File: config.mk
export PLATFORM = sky130hd
export DESIGN_NAME = chan_addr_xlate
export DESIGN_NICKNAME = d
export VERILOG_FILES = /design/src/rtl/chan_xlate_pkg.sv /design/src/rtl/xlate_rule_file.sv /design/src/rtl/xlate_core.sv /design/src/rtl/xlate_out_stage.sv /design/src/rtl/chan_addr_xlate.sv
export SDC_FILE = /design/constraint.sdc
export NUM_CORES = 1
export LEC_CHECK = 0
export BUFFER_PORTS_ARGS = -buffer_cell sky130_fd_sc_hd__buf_2
export CAP_MARGIN = 30
export CORE_MARGIN = 4
export CORE_UTILIZATION = 50
export DETAILED_ROUTE_END_ITERATION = 8
export PLACE_DENSITY = 0.72
export SLEW_MARGIN = 20
export SYNTH_ARGS = -nofsm -noshare
export SYNTH_HDL_FRONTEND = slang
export SYNTH_HIERARCHICAL = 1
export SYNTH_SLANG_ARGS = --single-unit
File: constraint.sdc
create_clock -name clk -period 4.6 [get_ports clk]
set_input_delay 0.46 -clock clk [delete_from_list [all_inputs] [get_ports clk]]
set_output_delay 0.46 -clock clk [all_outputs]
set_load 0.02 [all_outputs]
File: src/rtl/chan_xlate_pkg.sv
package chan_xlate_pkg;

  localparam int SYS_W   = 40;
  localparam int OFS_W   = 24;
  localparam int MID_W   = SYS_W - 6;   // intermediate bits 39:6
  localparam int MEM_W   = 31;          // output bits 36:6
  localparam int RSV_OFS = 10;          // offset bits that must be zero

  typedef struct packed {
    logic [3:0]       zero_hi;
    logic             div3;
    logic [2:0]       strip;
    logic [OFS_W-1:0] offset;
  } rule_t;

  // Offset subtraction on bits 39:16, bits 15:6 unchanged; result is bits 39:6.
  function automatic logic [MID_W-1:0] offset_stage(logic [SYS_W-1:0] sa,
                                                    logic [OFS_W-1:0] ofs);
    logic [OFS_W-1:0] hi;
    hi = sa[SYS_W-1:16] - ofs;
    return {hi, sa[15:6]};
  endfunction

  // Delete bit k of the intermediate value and shift the upper part down.
  function automatic logic [MID_W-1:0] drop_bit(logic [MID_W-1:0] m, int unsigned k);
    logic [MID_W-1:0] low_mask;
    low_mask = (MID_W'(1) << k) - MID_W'(1);
    return ((m >> (k + 1)) << k) | (m & low_mask);
  endfunction

  // Removals applied from the highest position down so indices stay original.
  function automatic logic [MEM_W-1:0] squeeze(logic [MID_W-1:0] m, logic [2:0] strip);
    logic [MID_W-1:0] t;
    t = m;
    for (int i = 2; i >= 0; i--) begin
      if (strip[i]) t = drop_bit(t, i);
    end
    return t[MEM_W-1:0];
  endfunction

  function automatic logic pair_supported(rule_t r);
    case ({r.strip, r.div3})
      4'b000_0, 4'b001_0, 4'b011_0, 4'b000_1, 4'b001_1: return 1'b1;
      default:                                          return 1'b0;
    endcase
  endfunction

  function automatic logic rule_bad(rule_t r);
    return !pair_supported(r) || (|r.offset[RSV_OFS-1:0]);
  endfunction

  function automatic rule_t clean_write(logic [31:0] d);
    rule_t r;
    r = rule_t'(d);
    r.zero_hi = '0;
    return r;
  endfunction

endpackage

File: src/rtl/xlate_rule_file.sv
module xlate_rule_file
  import chan_xlate_pkg::*;
#(
  parameter int          NUM_RULES = 8,
  parameter logic [7:0]  CSR_BASE  = 8'h80,
  parameter int          SEL_W     = 3
) (
  input  logic             clk,
  input  logic             rst_n,
  input  logic             csr_we,
  input  logic [7:0]       csr_addr,
  input  logic [31:0]      csr_wdata,
  output logic [31:0]      csr_rdata,
  input  logic [SEL_W-1:0] rule_sel,
  output rule_t            sel_rule,
  output logic             acc_hit
);

  localparam int SPAN = NUM_RULES * 4;

  logic [7:0]       rel;
  logic [SEL_W-1:0] idx;
  logic             in_win;
  rule_t            bank [NUM_RULES];

  assign rel    = csr_addr - CSR_BASE;
  assign in_win = (csr_addr >= CSR_BASE) && (int'(rel) < SPAN) && (rel[1:0] == 2'b00);
  assign idx    = rel[SEL_W+1:2];
  assign acc_hit = in_win;

  for (genvar g = 0; g < NUM_RULES; g++) begin : g_rule
    always_ff @(posedge clk or negedge rst_n) begin
      if (!rst_n)                                    bank[g] <= '0;
      else if (csr_we && in_win && idx == SEL_W'(g)) bank[g] <= clean_write(csr_wdata);
    end
  end

  always_comb begin
    csr_rdata = '0;
    if (in_win) csr_rdata = 32'(bank[idx]);
  end

  assign sel_rule = bank[rule_sel];

endmodule

File: src/rtl/xlate_core.sv
module xlate_core
  import chan_xlate_pkg::*;
(
  input  logic [SYS_W-1:0] sys_addr,
  input  rule_t            rule,
  output logic [MID_W-1:0] mid_val,
  output logic [MEM_W-1:0] comb_addr,
  output logic             comb_bad
);

  assign mid_val   = offset_stage(sys_addr, rule.offset);
  assign comb_addr = squeeze(mid_val, rule.strip);
  assign comb_bad  = rule_bad(rule);

endmodule

File: src/rtl/xlate_out_stage.sv
module xlate_out_stage #(
  parameter int W          = 32,
  parameter bit REGISTERED = 1'b0
) (
  input  logic         clk,
  input  logic         rst_n,
  input  logic [W-1:0] d,
  output logic [W-1:0] q
);

  if (REGISTERED) begin : g_reg
    always_ff @(posedge clk or negedge rst_n) begin
      if (!rst_n) q <= '0;
      else        q <= d;
    end
  end else begin : g_comb
    assign q = d;
  end

endmodule

File: src/rtl/chan_addr_xlate.sv
module chan_addr_xlate
  import chan_xlate_pkg::*;
#(
  parameter int         NUM_RULES  = 8,
  parameter logic [7:0] CSR_BASE   = 8'h80,
  parameter bit         REGISTERED = 1'b0
) (
  input  logic        clk,
  input  logic        rst_n,
  input  logic        csr_we,
  input  logic [7:0]  csr_addr,
  input  logic [31:0] csr_wdata,
  output logic [31:0] csr_rdata,
  input  logic [2:0]  rule_sel,
  input  logic [39:0] sys_addr,
  output logic [30:0] mem_addr,
  output logic        illegal_rule
);

  localparam int SEL_W = 3;

  rule_t            sel_rule;
  logic             acc_hit;
  logic [MID_W-1:0] mid_val;
  logic [MEM_W-1:0] comb_addr;
  logic             comb_bad;

  xlate_rule_file #(
    .NUM_RULES(NUM_RULES), .CSR_BASE(CSR_BASE), .SEL_W(SEL_W)
  ) u_rules (
    .clk(clk), .rst_n(rst_n), .csr_we(csr_we), .csr_addr(csr_addr),
    .csr_wdata(csr_wdata), .csr_rdata(csr_rdata), .rule_sel(rule_sel),
    .sel_rule(sel_rule), .acc_hit(acc_hit)
  );

  xlate_core u_core (
    .sys_addr(sys_addr), .rule(sel_rule), .mid_val(mid_val),
    .comb_addr(comb_addr), .comb_bad(comb_bad)
  );

  xlate_out_stage #(.W(MEM_W + 1), .REGISTERED(REGISTERED)) u_out (
    .clk(clk), .rst_n(rst_n), .d({comb_bad, comb_addr}),
    .q({illegal_rule, mem_addr})
  );

endmodule

==> results.toml, run 1 <==
[layout]
layoutNonFillerInstCount = 1799
largest_reg_flops = 224
layout-drive-gt1-share_pct = 52.5
syn_to_final_growth_pct = 18.0
nNetsFinal = 1505
final_area_mm2 = 0.0177
top_regs = "u_rules/bank: 224 flops"
regMostFlops = "u_rules/bank"
fillers = 2373
layout_commonest_cell = "mux2_2"
multi_input_area_mm2 = 0.00902
final_cell_mix = "297 x mux2_2, 224 x dfrtp_1, 117 x buf_2, 117 x buf_4, 99 x mux2i_1"
seqCellArea_mm2 = 0.00561

[sta]
fin_tns_setup_ns = 0
worstMarginPinSlew_ns = 0.996
hold_viol = 0
fin_crit_sh_pct = 99.8
rsz0062_at_grt = "true"
relSlewSlack_pct = 33.6
finalSetupViolCount = 0
skew_ns = 0
slew_violations = 0
final.min_clock_period_ns = 4.59
fmax_mhz = 218
hold_ws_ns = 0.0213

[floorplan]
dieArea_mm2 = 0.0328
fp-row-count = 63
num_io_pins = 150
dieWidth_um = 181
core_region_area_mm2 = 0.0296
dieHeight_um = 181
start_util_pct = 50.6

[cts]
holdBufCountCts = 0
clk_path_buf_depth = 3
clkTransAtPathRegs_ns = 0.06
numCtsBuffers = 23
cts_tree = "built"
htreeDepth = 1
clk_latency_ns = 0.49
clock_sinks = 224
cts_root_buffer = "clkbuf_16"

[logic_synthesis]
ys_warn_count = 6
synth_area_per_cell_um2 = 12.1
netlist_area_mm2 = 0.0150
synth_cells = 1236

[setup_path]
rr_endpoint = "u_rules/bank[132]$_DFFE_PN0P_"
reg2reg_depth = 2
cp.arrival_ns = 4.13
startpoint = "u_rules/bank[192]$_DFFE_PN0P_"
endpoint = "mem_addr[29]"
cp_data_required_time_ns = 4.14
crit_path_end_kind = "primary output"
start_kind = "flop"
worst-path-max-fanout = 5
rrSetupSlack_ns = 3.73
criticalPathCategory = "reg -> out"
reg2reg_from = "u_rules/bank[132]$_DFFE_PN0P_"

[global_routing]
grt_max_degree = 108
grt_pass1_vias = 11400
grt_first_pass_wirelength_um = 62400
grt_overflow = 0
grt.total_usage_pct = 23.4
antenna_found_initial = 5

[route]
firstDrtPassIters = 5
ant_nets = 0
drc_errors = 0
drtIter0Drc = 760
drt-vias-per-instance = 6.12
totalWireLength_um = 40000
wl_per_cell_um = 22.2
vias = 11000

[placement]
port_buffers = 135
dpl_cell_area_mm2 = 0.0164
placed_cells = 1744
place_hpwl_um = 26300
gp_congestion = 0.905

[pwr]
intPower_mw = 3.67
p_clk_share_pct = 33.9
peakVddDrop_uv = 233
switchingPower_mw = 1.46
power.share.combinational_pct = 24.4
power_density_mw_per_mm2 = 290
fin_total_pwr_mw = 5.13
p_sw_share_pct = 28.5
seq_power_share_pct = 41.7
leakage_nw = 8.61

[min_path]
hold_path_class = "in -> async"

[flow_run]
max_cap_viol_count = 0

[run_status]
status = "completed"
## repair_timing
action | in CTS | in global routing
endpoints found under the setup margin | 13 | 18
pin swaps | 1 | 21
resized for setup | 15 | 85
endpoints found under the hold margin | 0 | 0
buffers inserted | 5 | 11
## layer usage
layer  vias to the layer above  track usage (%)  wire length [um]
met4                         8             6.63               824
met1                      5599             32.0             16900
met2                       358             39.2             19800
met5                         -                0                48
li1                       4964                -                 -
met3                        72             3.20              2350
## worst max-delay path, stage by stage, from the launching register on
cell and delay, ns:
dfrtp_1 0.40, mux4_2 0.45, mux2_4 0.33, ha_4 0.18, fa_2 0.42, nor2b_4 0.16
o2111ai_4 0.17, a21oi_4 0.22, buf_6 0.15, o211ai_1 0.16, a31oi_1 0.31, o311ai_2 0.15
o32ai_1 0.24, mux2i_1 0.11, buf_2 0.18
## per-stage QoR
| stage | setup WS [ns] | util [%] |
|---|---|---|
| finish | 0.00944 | 59.7 |
| global route | -0.125 | 59.7 |
| CTS | 0.00590 | 57.9 |
| detailed placement | -0.0614 | 55.2 |
| global placement | -0.0230 | 55.1 |
| floorplan | 0.0718 | - |
## area by class of cell
class | count | area share, %
sequential | 224 | 31.7
antenna | 1 | 0.0141
clock buffer | 33 | 3.75
inverter | 37 | 0.785
timing repair buffer | 253 | 9.89
clock inverter | 5 | 0.177
tap | 390 | 2.76
multi-input combinational | 856 | 51.0
## power groups by stage
stage | Combinational, mW | Sequential (mW) | Clock (mW)
after global routing | 1.35 | 2.15 | 1.86
after global placement | 1.10 | 2.16 | 0
after CTS | 1.15 | 2.13 | 1.78
after floorplan | 0.813 | 2.14 | 0
final | 1.25 | 2.14 | 1.74
after detailed placement | 1.12 | 2.17 | 0
## worst min path at each step
| stage | from | endpoint | slack, ns | depth (start not counted) |
|---|---|---|---|---|
| 2_1_floorplan | rst_n | u_rules/bank[0]$_DFFE_PN0P_ | 0.16 | 0 |
| 5_1_grt | rst_n | u_rules/bank[43]$_DFFE_PN0P_ | 0.10 | 1 |
| 6_report | rst_n | u_rules/bank[43]$_DFFE_PN0P_ | 0.02 | 1 |
| 4_1_cts | rst_n | u_rules/bank[43]$_DFFE_PN0P_ | 0.09 | 1 |
| 3_5_place_dp | u_rules/bank[12]$_DFFE_PN0P_ | u_rules/bank[12]$_DFFE_PN0P_ | 0.52 | 1 |
| 3_3_place_gp | u_rules/bank[11]$_DFFE_PN0P_ | u_rules/bank[11]$_DFFE_PN0P_ | 0.50 | 1 |
(Power assumes the default switching activity.)
==> run 2: changes to the inputs <==
--- a/config.mk
+++ b/config.mk
@@ -10,9 +10,8 @@
 export CORE_MARGIN = 4
 export CORE_UTILIZATION = 50
 export DETAILED_ROUTE_END_ITERATION = 8
-export PLACE_DENSITY = 0.72
+export PLACE_DENSITY = 0.82
 export SLEW_MARGIN = 20
 export SYNTH_ARGS = -nofsm -noshare
 export SYNTH_HDL_FRONTEND = slang
-export SYNTH_HIERARCHICAL = 1
 export SYNTH_SLANG_ARGS = --single-unit
==> run 2 against run 1 <==
Count of clock-buffer cells in the layout shrank 4; hold slack better by 0.27 ns; synthesized cell count shrank 10%; setup slack gained 0.0069 ns; power barely moved; non-clock buffer count is 23 lower; register-to-register slack worse by 0.04 ns; maximum frequency increased by 0.15%; clock power up 9%; critical path depth up 3; critical path type unchanged; critical endpoint is now mem_addr[28]; largest power group unchanged.
==> results.toml, run 2 <==
[setup_path]
critical_path.top_delay_family = "compound AO/OA/AOI/OAI gates"
crit_chain = "mux4_2 > mux2i_2 > inv_1 > ha_2 > inv_2 > fa_2 > a21o_1 > and4_4 > o21bai_4 > a211oi_4 > nor4_1 > or3_1 > xnor2_2 > a221oi_2 > buf_4 > a22oi_2 > buf_4"
reg2reg_depth = 2
rrSetupSlack_ns = 3.69
criticalPathCategory = "reg -> out"
crit_path_top_delay_cell = "mux4_2"
crit_path_end_kind = "primary output"
cp_data_required_time_ns = 4.14
cp.arrival_ns = 4.12
rr_endpoint = "u_rules.bank[128]$_DFFE_PN0P_"
start_kind = "flop"
crit_buf_inv = 4
reg2reg_from = "u_rules.bank[128]$_DFFE_PN0P_"
slowest_delay_ns = 0.48
worst-path-max-fanout = 3
startpoint = "u_rules.bank[128]$_DFFE_PN0P_"
path_common_cell = "buf_4"

[placement]
port_buffers = 135
place_hpwl_um = 25600
placed_cells = 1628
gp_congestion = 0.914
dp_slack_ns = -0.0781

[global_routing]
grt_max_degree = 115
grt_first_pass_wirelength_um = 60700
grt_overflow = 0
antenna_found_initial = 5
grt.total_usage_pct = 24.5
grt_pass1_vias = 11100

[pwr]
switchingPower_mw = 1.43
power_density_mw_per_mm2 = 307
seq_power_share_pct = 41.6
peakVddDrop_uv = 189
p_sw_share_pct = 27.9
intPower_mw = 3.70
p_clk_share_pct = 36.7
fin_total_pwr_mw = 5.13
power.share.combinational_pct = 21.6
leakage_nw = 7.80

[route]
drt-vias-per-instance = 6.31
totalWireLength_um = 38400
firstDrtPassIters = 5
drtIter0Drc = 820
vias = 10600
drc_errors = 0
ant_nets = 0
wl_per_cell_um = 22.8

[floorplan]
core_region_area_mm2 = 0.0278
num_io_pins = 150
dieHeight_um = 176
dieArea_mm2 = 0.0309
start_util_pct = 50.7
dieWidth_um = 176
fp-row-count = 61

[logic_synthesis]
synthFlopType = "dfrtp_1"
netlist_area_mm2 = 0.0141
synth_common_cells = "229 x mux2_2, 224 x dfrtp_1, 112 x mux4_2"
yosysUniqueCellTypes = 72
synth.area.top_cells = "dfrtp_1 40%, mux2_2 18%, mux4_2 18%"
yosysMostFrequentCell = "mux2_2"
ys_warn_count = 0
synth_area_per_cell_um2 = 12.7
synth_seq_cells = 224
yosysTopAreaCellShare_pct = 39.8
synth_edf_count = 0
synth_cells = 1110
async_flop_share_pct = 100
synth_seq_area_share_pct = 39.8
synth_largest_area_cell = "dfrtp_1"

[sta]
fmax_mhz = 218
skew_ns = 0
worstMarginPinSlew_ns = 0.989
fin_crit_sh_pct = 99.6
rsz0062_at_grt = "true"
finalSetupViolCount = 0
worst_slack_ns = 0.0163
final.min_clock_period_ns = 4.58
fin_tns_setup_ns = 0
relSlewSlack_pct = 34.1
hold_viol = 0
hold_ws_ns = 0.288
slew_violations = 0

[layout]
nNetsFinal = 1396
fillers = 2084
regMostFlops = "u_rules.bank"
largest_reg_flops = 224
syn_to_final_growth_pct = 18.4
layout-drive-gt1-share_pct = 49.9
layoutNonFillerInstCount = 1682
final_cell_mix = "229 x mux2_2, 224 x dfrtp_1, 129 x buf_2, 112 x mux4_2, 93 x nand2_1"
top_regs = "u_rules.bank: 224 flops"
layout_commonest_cell = "mux2_2"

[cts]
clk_latency_ns = 0.51
numCtsBuffers = 23
cts_root_buffer = "clkbuf_16"
clk_path_buf_depth = 3
htreeDepth = 1
clkTransAtPathRegs_ns = 0.07
cts_tree = "built"
clock_sinks = 224

[min_path]
min_from = "csr_wdata[2]"
min_to = "u_rules.bank[194]$_DFFE_PN0P_"
hold_path_class = "in -> reg"
hold_depth = 2

[run_status]
status = "completed"

[flow_run]
max_cap_viol_count = 0
[run 2: worst max-delay path by stage]
stage | end | cells after the start
finish | mem_addr[28] | 17
floorplan | mem_addr[29] | 16
CTS | mem_addr[28] | 15
global placement | mem_addr[28] | 17
detailed placement | mem_addr[28] | 17
global route | mem_addr[28] | 17
[run 2: what timing repair did]
item	CTS	global route
gates resized for setup	11	21
endpoints found under the hold margin	0	26
hold buffers	0	1
endpoints found under the setup margin	4	13
setup buffers	3	6
pin swaps	9	9
[run 2: final cells by class]
class,instances,area (um2),area share (%)
inverters,8,30.0,0.180
well taps,378,473,2.83
repair buffers,230,1510,9.03
diodes,3,7.51,0.0450
flip-flops and latches,224,5610,33.6
multi-input cells,799,8310,49.8
clock buffers,29,618,3.70
clock inverters,11,143,0.854
[run 2: kinds of logic (layout without fill, tap and decap cells)]
group / Yosys count / in the layout / synth area share [%]
and+or+nand+nor: 197 / 197 / 6.59
AOI/OAI and AO/OA: 158 / 158 / 7.25
adders and majority gates: 24 / 24 / 2.18
other: 1 / 7 / 0.0266
buffers and inverters: 90 / 278 / 2.73
DFF: 224 / 224 / 39.8
muxes: 398 / 398 / 40.2
xor gates and xnor gates: 18 / 18 / 1.22
[run 2: power by group through the flow]
| stage | Sequential (mW) | Combinational [mW] | Clock (mW) |
|---|---|---|---|
| floorplan | 2.14 | 0.708 | 0 |
| global placement | 2.15 | 1.03 | 0 |
| detailed placement | 2.17 | 1.06 | 0 |
| CTS | 2.13 | 1.07 | 1.91 |
| global route | 2.14 | 1.20 | 2.00 |
| finish | 2.14 | 1.11 | 1.89 |
[run 2: metal layers]
layer	vias up	global-route usage (%)	wire, um
met4	6	6.11	837
met5	-	0	54
met1	5441	33.6	15500
met2	474	40.9	18800
li1	4618	-	-
met3	78	4.54	3240
[run 2: metrics by stage]
stage / area [um2] / util, %
global route: 16700 / 60.1
global placement: 15700 / 56.4
detailed placement: 15700 / 56.4
floorplan: 14100 / -
finish: 16700 / 60.1
CTS: 16500 / 59.4
==> run 3: changes to the inputs <==
--- a/config.mk
+++ b/config.mk
@@ -5,12 +5,13 @@
 export SDC_FILE = /design/constraint.sdc
 export NUM_CORES = 1
 export LEC_CHECK = 0
+export ABC_AREA = 0
 export BUFFER_PORTS_ARGS = -buffer_cell sky130_fd_sc_hd__buf_2
 export CAP_MARGIN = 30
 export CORE_MARGIN = 4
 export CORE_UTILIZATION = 50
 export DETAILED_ROUTE_END_ITERATION = 8
-export PLACE_DENSITY = 0.82
+export PLACE_DENSITY = 0.72
 export SLEW_MARGIN = 20
 export SYNTH_ARGS = -nofsm -noshare
 export SYNTH_HDL_FRONTEND = slang
==> run 3 against run 2 <==
The flow now finishes with violations (setup timing); count of clock-buffer cells in the layout increased by 3; routed wire length increased by 2.5%; clock skew unchanged; utilization increased by 1.6 points; combinational power increased by 5%; first-iteration DRC count increased by 4.9%; hold slack improved by 0.0064 ns; flip-flop and latch count unchanged; critical path type unchanged; largest cell class unchanged; highest routed layer unchanged.
==> results.toml, run 3 (synthesis gave the netlist of run 2 again) <==
[setup_path]
criticalPathCategory = "reg -> out"
worst-path-max-fanout = 2
crit_path_end_kind = "primary output"
slowest_delay_ns = 0.47
crit_chain = "mux4_2 > mux2i_1 > buf_4 > inv_2 > ha_4 > inv_2 > fa_2 > a21o_1 > and4_4 > o21bai_4 > a211oi_4 > nor4_2 > or3_4 > xnor2_4 > a221oi_2 > buf_4 > a22oi_2 > buf_6"
crit_path_top_delay_cell = "mux4_2"
cp.arrival_ns = 4.18
start_kind = "flop"
cp_data_required_time_ns = 4.14

[global_routing]
grt_pass1_vias = 11000
antenna_found_initial = 5
grt_max_degree = 120
grt.total_usage_pct = 25.1
grt_first_pass_wirelength_um = 61300
grt_overflow = 0

[sta]
relSlewSlack_pct = 44.2
fin_crit_sh_pct = 101
skew_ns = 0
fin_tns_setup_ns = -0.0943
worstMarginPinSlew_ns = 0.831
hold_viol = 0
rsz0062_at_grt = "true"
final.min_clock_period_ns = 4.64
fmax_mhz = 216
slew_violations = 0
worst_slack_ns = -0.0392
finalSetupViolCount = 3

[floorplan]
dieArea_mm2 = 0.0309
dieWidth_um = 176
dieHeight_um = 176
fp-row-count = 61
num_io_pins = 150
start_util_pct = 50.7
core_region_area_mm2 = 0.0278

[route]
drc_errors = 0
drtIter0Drc = 860
vias = 10600
wl_per_cell_um = 22.9
ant_nets = 0
drt-vias-per-instance = 6.16
totalWireLength_um = 39400
wl_met3_um = 2700
topRoutingLayerUsed = "met5"
firstDrtPassIters = 5
wl_met2_um = 19300
met1_length_um = 16700

[layout]
nNetsFinal = 1431
top_regs = "u_rules.bank: 224 flops"
layout-drive-gt1-share_pct = 52.5
syn_to_final_growth_pct = 21.5
regMostFlops = "u_rules.bank"
layout_commonest_cell = "mux2_2"
largest_reg_flops = 224
final_cell_mix = "229 x mux2_2, 224 x dfrtp_1, 127 x buf_2, 125 x buf_4, 112 x mux4_2"

[run_status]
failed_checks = "setup timing"
status = "complete, but fails checks"

[cts]
cts_root_buffer = "clkbuf_16"
htreeDepth = 1
cts_tree = "built"
numCtsBuffers = 23
clk_latency_ns = 0.50
clock_sinks = 224
clkTransAtPathRegs_ns = 0.06
clk_path_buf_depth = 3

[placement]
place_hpwl_um = 26100
port_buffers = 135
dp_slack_ns = -0.135
gp_congestion = 0.908

[pwr]
leakage_nw = 7.98
peakVddDrop_uv = 173
power_density_mw_per_mm2 = 298

[min_path]
hold_path_class = "in -> reg"

[flow_run]
max_cap_viol_count = 0
==> run 3: cell types whose count changed in the layout (fill, tap and decap cells not counted), moves of 4 or more <==
cell | previous run | this run
ha_4 | 1 | 7
a21oi_2 | 0 | 4
buf_16 | 1 | 5
a21oi_1 | 55 | 51
ha_2 | 4 | 0
buf_4 | 92 | 125
==> run 3: worst paths after layout <==
| path | start | to | slack, ns | depth (start not counted) |
|---|---|---|---|---|
| max | u_rules.bank[32]$_DFFE_PN0P_ | mem_addr[28] | -0.04 | 18 |
| min | csr_wdata[4] | u_rules.bank[100]$_DFFE_PN0P_ | 0.29 | 2 |
| max reg2reg | u_rules.bank[224]$_DFFE_PN0P_ | u_rules.bank[224]$_DFFE_PN0P_ | 3.69 | 2 |
| min reg2reg | u_rules.bank[175]$_DFFE_PN0P_ | u_rules.bank[175]$_DFFE_PN0P_ | 0.52 | 1 |
| max in group asynchronous | rst_n | u_rules.bank[226]$_DFFE_PN0P_ | 2.90 | 4 |
| min in group asynchronous | rst_n | u_rules.bank[213]$_DFFE_PN0P_ | 0.49 | 2 |
==> run 3: cell type report <==
cell class / count / area (um2)
multi-input combinational: 799 / 8460
clock inverter: 5 / 57.6
timing repair buffer: 265 / 1830
clock buffer: 32 / 659
antenna: 5 / 12.5
fill: 2112 / 10700
sequential: 224 / 5610
inverter: 8 / 30.0
tap: 378 / 473
==> run 3: per-stage QoR <==
| step | util (%) | hold WS [ns] | cell area, um2 | cells | total power, mW |
|---|---|---|---|---|---|
| floorplan | - | 0.164 | 14100 | 1113 | 2.85 |
| global placement | 57.0 | 0.500 | 15800 | 1651 | 3.21 |
| detailed placement | 57.0 | 0.510 | 15800 | 1651 | 3.24 |
| CTS | 60.8 | 0.141 | 16900 | 1704 | 5.09 |
| global route | 61.6 | 0.297 | 17100 | 1713 | 5.32 |
| finish | 61.6 | 0.295 | 17100 | 1716 | 5.11 |
==> run 3: repair_timing <==
| action | 4_1_cts | 5_1_grt |
|---|---|---|
| hold endpoints to repair | 0 | 36 |
| pin swaps | 16 | 17 |
| setup buffers | 14 | 4 |
| gates cloned | 2 | 0 |
| endpoints found under the setup margin | 9 | 16 |
| hold buffers | 0 | 1 |
| gates resized for setup | 34 | 29 |
==> run 3: layer usage <==
layer	up-vias	GRT usage, %
met3	58	4.33
met4	6	6.14
met5	-	0
met1	5440	34.9
li1	4684	-
met2	378	41.7
==> run 3: critical path: cells and delay by family, from the launching register on <==
| family | cells | cell delay (ns) |
|---|---|---|
| compound gates | 5 | 0.86 |
| simple gates | 3 | 0.74 |
| mux | 2 | 0.63 |
| buf+inv | 5 | 0.57 |
| flops | 1 | 0.39 |
| fa+ha+maj | 2 | 0.35 |
| xor+xnor | 1 | 0.15 |
==> run 3: report_power, final <==
part / internal, mW / switching, mW / leakage [nW]
combinational: 0.557 / 0.614 / 4.54
clock: 1.05 / 0.756 / 0.354
sequential: 2.06 / 0.0686 / 3.09
total: 3.67 / 1.44 / 7.98
